**config.mk**
```make
export PLATFORM = sky130hd
export DESIGN_NAME = irq_entry_seq
export DESIGN_NICKNAME = d
export VERILOG_FILES = /design/src/rtl/irq_entry_pkg.sv /design/src/rtl/irq_accept.sv /design/src/rtl/irq_frame_gen.sv /design/src/rtl/irq_seq_fsm.sv /design/src/rtl/irq_entry_seq.sv
export SDC_FILE = /design/constraint.sdc
export NUM_CORES = 1
export LEC_CHECK = 0
export BUFFER_PORTS_ARGS = -buffer_cell sky130_fd_sc_hd__buf_2
export CAP_MARGIN = 20
export CORE_ASPECT_RATIO = 1.1
export CORE_UTILIZATION = 50
export CTS_BUF_LIST = sky130_fd_sc_hd__clkbuf_16
export DETAILED_ROUTE_END_ITERATION = 8
export PLACE_DENSITY = 0.79
export SLEW_MARGIN = 20
export SYNTH_ARGS = -nofsm -noshare
export SYNTH_HDL_FRONTEND = slang
export SYNTH_SLANG_ARGS = --single-unit
```
**constraint.sdc**
```tcl
create_clock -name clk_i -period 5.6 [get_ports clk_i]
set_input_delay 1.12 -clock clk_i [delete_from_list [all_inputs] [get_ports clk_i]]
set_output_delay 1.12 -clock clk_i [all_outputs]
set_load 0.05 [all_outputs]
```
**src/rtl/irq_entry_pkg.sv**
```systemverilog
package irq_entry_pkg;
  localparam int SR_T_BIT = 15;
  localparam int SR_S_BIT = 13;
  localparam int SR_M_LSB = 8;

  typedef enum logic [3:0] {
    S_IDLE, S_IACK, S_PFMT, S_PPCL, S_PPCH, S_PSR, S_RDHI, S_RDLO, S_VLD, S_DONE
  } seq_state_e;
endpackage

```
**src/rtl/irq_accept.sv**
```systemverilog
module irq_accept #(
  parameter int LW = 3
) (
  input  logic          idle_i,
  input  logic [LW-1:0] level_i,
  input  logic [LW-1:0] mask_i,
  output logic          accept_o
);
  // strictly above mask; level 0 can never pass
  assign accept_o = idle_i && (level_i > mask_i);
endmodule

```
**src/rtl/irq_frame_gen.sv**
```systemverilog
module irq_frame_gen
  import irq_entry_pkg::*;
#(
  parameter int AW       = 32,
  parameter int DW       = 16,
  parameter int LW       = 3,
  parameter int VEC_BASE = 24,
  parameter logic [AW-1:0] VBR = '0
) (
  input  logic [LW-1:0] lvl_i,
  input  logic          im_i,
  input  logic [DW-1:0] sr_saved_i,
  output logic [DW-1:0] sr_new_o,
  output logic [DW-1:0] fmt_word_o,
  output logic [AW-1:0] vec_addr_o
);
  localparam int VNW = 8;

  logic [VNW-1:0] vec_num;

  assign vec_num    = VNW'(VEC_BASE) + VNW'(lvl_i);
  assign fmt_word_o = {{(DW-VNW-2){1'b0}}, vec_num, 2'b00};
  assign vec_addr_o = VBR + {{(AW-VNW-2){1'b0}}, vec_num, 2'b00};

  always_comb begin
    sr_new_o                  = sr_saved_i;
    sr_new_o[SR_T_BIT]        = 1'b0;
    sr_new_o[SR_S_BIT]        = 1'b1;
    sr_new_o[SR_M_LSB +: LW]  = im_i ? lvl_i : '1;
  end
endmodule

```
**src/rtl/irq_seq_fsm.sv**
```systemverilog
module irq_seq_fsm
  import irq_entry_pkg::*;
#(
  parameter int AW = 32,
  parameter int DW = 16,
  parameter int LW = 3
) (
  input  logic            clk_i,
  input  logic            rst_ni,
  input  logic            start_i,
  input  logic [LW-1:0]   lvl_i,
  input  logic [AW-1:0]   sp_i,
  input  logic [2*DW-1:0] pc_i,
  input  logic [DW-1:0]   sr_saved_i,
  input  logic [DW-1:0]   fmt_word_i,
  input  logic [AW-1:0]   vec_addr_i,
  input  logic [DW-1:0]   mem_rdata_i,
  output logic            idle_o,
  output logic            ack_o,
  output logic            mem_we_o,
  output logic            mem_re_o,
  output logic [AW-1:0]   mem_addr_o,
  output logic [DW-1:0]   mem_wdata_o,
  output logic            done_o,
  output logic [2*DW-1:0] pc_new_o
);
  localparam logic [AW-1:0] STEP = AW'(DW / 8);

  seq_state_e      state_q, state_d;
  logic [DW-1:0]   hi_q;
  logic [2*DW-1:0] vec_q;

  always_comb begin
    state_d = state_q;
    unique case (state_q)
      S_IDLE: if (start_i) state_d = S_IACK;
      S_IACK: state_d = S_PFMT;
      S_PFMT: state_d = S_PPCL;
      S_PPCL: state_d = S_PPCH;
      S_PPCH: state_d = S_PSR;
      S_PSR:  state_d = S_RDHI;
      S_RDHI: state_d = S_RDLO;
      S_RDLO: state_d = S_VLD;
      S_VLD:  state_d = S_DONE;
      S_DONE: state_d = S_IDLE;
      default: state_d = S_IDLE;
    endcase
  end

  always_ff @(posedge clk_i or negedge rst_ni) begin
    if (!rst_ni) begin
      state_q <= S_IDLE;
      hi_q    <= '0;
      vec_q   <= '0;
    end else begin
      state_q <= state_d;
      // read data arrives one cycle after the strobe
      if (state_q == S_RDLO) hi_q <= mem_rdata_i;
      if (state_q == S_VLD)  vec_q <= {hi_q, mem_rdata_i};
    end
  end

  always_comb begin
    ack_o       = 1'b0;
    mem_we_o    = 1'b0;
    mem_re_o    = 1'b0;
    mem_addr_o  = '0;
    mem_wdata_o = '0;
    unique case (state_q)
      S_IACK: begin
        ack_o      = 1'b1;
        mem_addr_o = {{(AW-LW-1){1'b0}}, lvl_i, 1'b0};
      end
      S_PFMT: begin
        mem_we_o    = 1'b1;
        mem_addr_o  = sp_i - STEP;
        mem_wdata_o = fmt_word_i;
      end
      S_PPCL: begin
        mem_we_o    = 1'b1;
        mem_addr_o  = sp_i - 2 * STEP;
        mem_wdata_o = pc_i[DW-1:0];
      end
      S_PPCH: begin
        mem_we_o    = 1'b1;
        mem_addr_o  = sp_i - 3 * STEP;
        mem_wdata_o = pc_i[2*DW-1:DW];
      end
      S_PSR: begin
        mem_we_o    = 1'b1;
        mem_addr_o  = sp_i - 4 * STEP;
        mem_wdata_o = sr_saved_i;
      end
      S_RDHI: begin
        mem_re_o   = 1'b1;
        mem_addr_o = vec_addr_i;
      end
      S_RDLO: begin
        mem_re_o   = 1'b1;
        mem_addr_o = vec_addr_i + STEP;
      end
      default: ;
    endcase
  end

  assign idle_o   = (state_q == S_IDLE);
  assign done_o   = (state_q == S_DONE);
  assign pc_new_o = vec_q;
endmodule

```
**src/rtl/irq_entry_seq.sv**
```systemverilog
module irq_entry_seq
  import irq_entry_pkg::*;
#(
  parameter int AW       = 32,
  parameter int DW       = 16,
  parameter int LW       = 3,
  parameter int VEC_BASE = 24
) (
  input  logic            clk_i,
  input  logic            rst_ni,
  input  logic [LW-1:0]   irq_level_i,
  input  logic            mask_ctl_i,
  input  logic [DW-1:0]   sr_i,
  input  logic [2*DW-1:0] pc_next_i,
  input  logic [AW-1:0]   sp_i,
  input  logic [DW-1:0]   mem_rdata_i,
  output logic            busy_o,
  output logic            ack_o,
  output logic            sr_we_o,
  output logic [DW-1:0]   sr_new_o,
  output logic            mem_we_o,
  output logic            mem_re_o,
  output logic [AW-1:0]   mem_addr_o,
  output logic [DW-1:0]   mem_wdata_o,
  output logic            done_o,
  output logic [2*DW-1:0] pc_new_o,
  output logic [AW-1:0]   sp_new_o
);
  localparam logic [AW-1:0] FRAME_BYTES = AW'(4 * (DW / 8));

  logic            idle, accept;
  logic [LW-1:0]   lvl_q;
  logic            im_q;
  logic [DW-1:0]   sr_q;
  logic [2*DW-1:0] pc_q;
  logic [AW-1:0]   sp_q;
  logic [DW-1:0]   fmt_word;
  logic [AW-1:0]   vec_addr;

  irq_accept #(.LW(LW)) u_accept (
    .idle_i   (idle),
    .level_i  (irq_level_i),
    .mask_i   (sr_i[SR_M_LSB +: LW]),
    .accept_o (accept)
  );

  // context frozen at acceptance, before any status change
  always_ff @(posedge clk_i or negedge rst_ni) begin
    if (!rst_ni) begin
      lvl_q <= '0;
      im_q  <= 1'b0;
      sr_q  <= '0;
      pc_q  <= '0;
      sp_q  <= '0;
    end else if (accept) begin
      lvl_q <= irq_level_i;
      im_q  <= mask_ctl_i;
      sr_q  <= sr_i;
      pc_q  <= pc_next_i;
      sp_q  <= sp_i;
    end
  end

  irq_frame_gen #(
    .AW(AW), .DW(DW), .LW(LW), .VEC_BASE(VEC_BASE), .VBR('0)
  ) u_frame (
    .lvl_i      (lvl_q),
    .im_i       (im_q),
    .sr_saved_i (sr_q),
    .sr_new_o   (sr_new_o),
    .fmt_word_o (fmt_word),
    .vec_addr_o (vec_addr)
  );

  irq_seq_fsm #(.AW(AW), .DW(DW), .LW(LW)) u_fsm (
    .clk_i       (clk_i),
    .rst_ni      (rst_ni),
    .start_i     (accept),
    .lvl_i       (lvl_q),
    .sp_i        (sp_q),
    .pc_i        (pc_q),
    .sr_saved_i  (sr_q),
    .fmt_word_i  (fmt_word),
    .vec_addr_i  (vec_addr),
    .mem_rdata_i (mem_rdata_i),
    .idle_o      (idle),
    .ack_o       (ack_o),
    .mem_we_o    (mem_we_o),
    .mem_re_o    (mem_re_o),
    .mem_addr_o  (mem_addr_o),
    .mem_wdata_o (mem_wdata_o),
    .done_o      (done_o),
    .pc_new_o    (pc_new_o)
  );

  assign busy_o   = !idle;
  assign sr_we_o  = ack_o;
  assign sp_new_o = sp_q - FRAME_BYTES;
endmodule

```
==> impl_metrics.csv <==
group,metric,value,unit
logic_synthesis,synth-adder-area-share,1.359,%
clocking,postCtsSetupRepairBufs,0,
logic_synthesis,synth_top_family_by_area,"multiplexers",
floorplanning,fp.dieW,122.0,um
routing,wire_per_inst,18.79,um
logic_synthesis,ys_seq_area_share,42.98,%
global_routing,grt_overflow_total,0,
clocking,root_buffer,"clkbuf_16",
floorplanning,rows,47,
timing,finalHoldViolCount,0,
timing,skew,0.009160,ns
timing,setup_violations,0,
timing,hold_slack,0.4985,ns
routing,ant_nets,0,
final_layout,fill_cells,1288,
routing,dr.pass1.iters,5,
logic_synthesis,ys_ff_latch,136,
routing,wirelength,21.33,mm
outcome,run_status,"complete, no violations",
setup_path,cp-end-kind,"output port",
timing,rsz0062_at_grt,"no",
logic_synthesis,syn_inst,742,
run,cap_viol_max_count,0,
setup_path,crit_arrival,3.75,ns
final_layout,drive_gt1_share,45.84,%
clocking,htreeDepth,4,
logic_synthesis,syn_nets,852,
logic_synthesis,synth_mux_area_share,19.28,%
clocking,cts_tree,"yes",
logic_synthesis,avgSynthCellArea,10.67,um2
timing,worst_pin_slew,1.113,ns
floorplanning,pin_count,236,
routing,viasPerCell,5.885,
clocking,hold_buffers,0,
logic_synthesis,synth-compound-area-share,12.41,%
place,gp_congestion,0.9579,
clocking,cts.repair.resized,0,
place,hpwl,15.20,mm
final_layout,num-nets-final,1036,
floorplanning,core_region_area,15290,um2
clocking,clkTransAtPathRegs,0.06,ns
setup_path,reg2reg_slack,3.19,ns
worst_hold_path,holdCritPathClass,"reg2reg",
final_layout,area_growth,22.82,%
setup_path,r2r-start,"u_fsm.state_q[3]$_DFFE_PN0P_",
worst_hold_path,hold_path_depth,1,
global_routing,grt_pass1_wl,33.58,mm
timing,setup_ws,0.7288,ns
worst_hold_path,hold_end,"u_fsm.pc_new_o[7]$_DFFE_PN0P_",
routing,via_count,6680,
timing,fin_tns_setup,0,ns
floorplanning,die_h,134.0,um
floorplanning,die_area,16340,um2
logic_synthesis,yosysWarnings,0,
setup_path,reg2regPathDepth,5,
timing,drv_slew,0,
clocking,clock-sinks,136,
setup_path,critPathRequiredTime,4.48,ns
global_routing,antenna_found_initial,2,
logic_synthesis,synth-xor-area-share,4.757,%
clocking,max-clock-path-buffers,2,
timing,finalCritPeriodShare,86.99,%
logic_synthesis,synth_ff_type,"dfrtp_1",
logic_synthesis,synth_cell_types,64,
setup_path,setup.worst_path.start_class,"flop",
global_routing,grt_max_degree,95,
floorplanning,initial_core_util,51.78,%
setup_path,critPathKind,"reg2out",
clocking,cts_buffers,17,
timing,slew_headroom,25.70,%
logic_synthesis,netlist_area,7918,um2
logic_synthesis,yosys.area_share.simple,12.82,%
worst_hold_path,hold_start,"u_fsm.pc_new_o[7]$_DFFE_PN0P_",
logic_synthesis,synthArstFlopShare,100.0,%
routing,drt_iter0_drc,483,
setup_path,worst_r2r_endpoint,"pc_q[26]$_DFFE_PN0P_",
timing,clock.fmax,205.3,MHz
setup_path,crit_fanout,19,
global_routing,grt_pass1_vias,6493,
logic_synthesis,synth_edf_count,0,
clocking,clk_latency,0.41,ns
place,numPortBuffers,233,
routing,drc_errors,0,
place,pre_cts_ws,1.183,ns
timing,finalCriticalPeriod,4.871,ns
global_routing,grt_usage,26.76,%
layout make-up:
| class | instances | area [um2] | share of cell area, % |
|---|---|---|---|
| Timing Repair Buffer | 240 | 1237 | 12.73 |
| Multi-Input combinational cell | 504 | 4043 | 41.57 |
| Clock buffer | 17 | 425.4 | 4.375 |
| Inverter | 27 | 101.3 | 1.042 |
| Antenna cell | 1 | 2.502 | 0.02573 |
| Clock inverter | 14 | 266.5 | 2.741 |
| Sequential cell | 136 | 3403 | 35.00 |
| Tap cell | 196 | 245.2 | 2.522 |
sequential cells by signal, summed over array words and instances (netlist names):
signal          cells
im_q                1
lvl_q               3
pc_q               32
sp_q               32
sr_q               16
u_fsm.hi_q         16
u_fsm.pc_new_o     32
u_fsm.state_q       4
cell usage after synthesis, types with 3 or more instances:
cell type / n / share of area [%]
clkbuf_1: 29 / 1.4
or4_1: 6 / 0.57
dfrtp_1: 136 / 43
buf_1: 4 / 0.19
nor4_4: 6 / 1.6
ha_1: 7 / 1.1
o41ai_1: 3 / 0.33
nand3_1: 13 / 0.82
or2_2: 3 / 0.24
a31oi_1: 14 / 1.1
or4_4: 3 / 0.43
xor2_1: 18 / 2.0
inv_1: 27 / 1.3
a31o_2: 5 / 0.55
o21ai_0: 21 / 1.3
xnor2_1: 25 / 2.8
nor4_1: 6 / 0.47
and2_1: 6 / 0.47
a21oi_1: 31 / 2.0
nor3_1: 16 / 1.0
or3_1: 5 / 0.40
buf_4: 18 / 1.7
a222oi_1: 11 / 1.4
nor2b_1: 9 / 0.71
nand4_1: 8 / 0.63
buf_2: 20 / 1.3
mux2_2: 132 / 19
buf_6: 3 / 0.43
o22ai_1: 11 / 0.87
a22oi_1: 11 / 1.0
a211oi_1: 4 / 0.38
and3_1: 3 / 0.24
o31ai_1: 8 / 0.76
nand2_1: 33 / 1.6
o211ai_1: 3 / 0.28
mux2i_1: 4 / 0.51
nor2_1: 36 / 1.7
nand2b_1: 7 / 0.55
o32ai_1: 3 / 0.33
logic make-up (layout without fill, tap and decap cells):
family          count (synthesis)  after routing
xor+xnor                       43             43
fa+ha+maj                       8              8
mux                           136            136
buf+inv                       102            298
simple gates                  171            171
flops                         136            136
other cells                     2              3
compound gates                144            144
routing by layer:
layer	up-vias	GRT usage (%)	share of wire, %
met4	2	11.32	3.3
met5	-	0	0.061
met1	3234	33.88	41
met2	330	42.81	48
met3	57	7.355	7.5
li1	3057	-	-
metrics by stage:
step                      instance area [um2]  std cells  util, %
after floorplan                          7918        742        -
after detailed placement                 9030       1103    59.06
final                                    9724       1135    63.60
after CTS                                9722       1134    63.58
after global routing                     9722       1134    63.58
after global placement                   9030       1103    59.06
worst max-delay path by stage:
stage / end / from / slack [ns]
final: mem_addr_o[28] / u_fsm.state_q[2]$_DFFE_PN0P_ / 0.73
after global routing: mem_addr_o[28] / u_fsm.state_q[2]$_DFFE_PN0P_ / 0.38
after CTS: mem_addr_o[28] / u_fsm.state_q[2]$_DFFE_PN0P_ / 0.74
after detailed placement: mem_addr_o[28] / u_fsm.state_q[2]$_DFFE_PN0P_ / 1.18
after global placement: mem_addr_o[28] / u_fsm.state_q[2]$_DFFE_PN0P_ / 1.27
after floorplan: mem_addr_o[28] / u_fsm.state_q[2]$_DFFE_PN0P_ / 0.17
critical path, stage by stage, from the launching register on:
cell and delay [ns]:
dfrtp_1 0.72, nor2b_1 0.31, and2_0 0.19, inv_1 0.07, ha_1 0.27, a211oi_1 0.29
and2_1 0.47, a21boi_0 0.34, o41ai_1 0.36, buf_2 0.31
placed cells by master (no fill, tap or decap), types with 6 or more instances in the layout:
master / count
buf_2: 232
nor2_1: 36
mux2_2: 132
xnor2_1: 25
nand2b_1: 7
a31oi_1: 14
buf_4: 6
nand3_1: 13
o22ai_1: 11
o21ai_0: 21
a22oi_1: 11
xor2_1: 18
clkbuf_16: 17
nand2_1: 33
o31ai_1: 8
and2_1: 6
or4_1: 6
nor3_1: 15
nor2b_1: 8
a222oi_1: 11
dfrtp_1: 136
nor4_1: 6
bufinv_16: 7
a21oi_1: 31
nand4_1: 8
nor4_4: 6
ha_1: 7
inv_1: 27
Power is not shown: default switching activity piles up to over one toggle a cycle in this logic, so the estimate is an artifact.
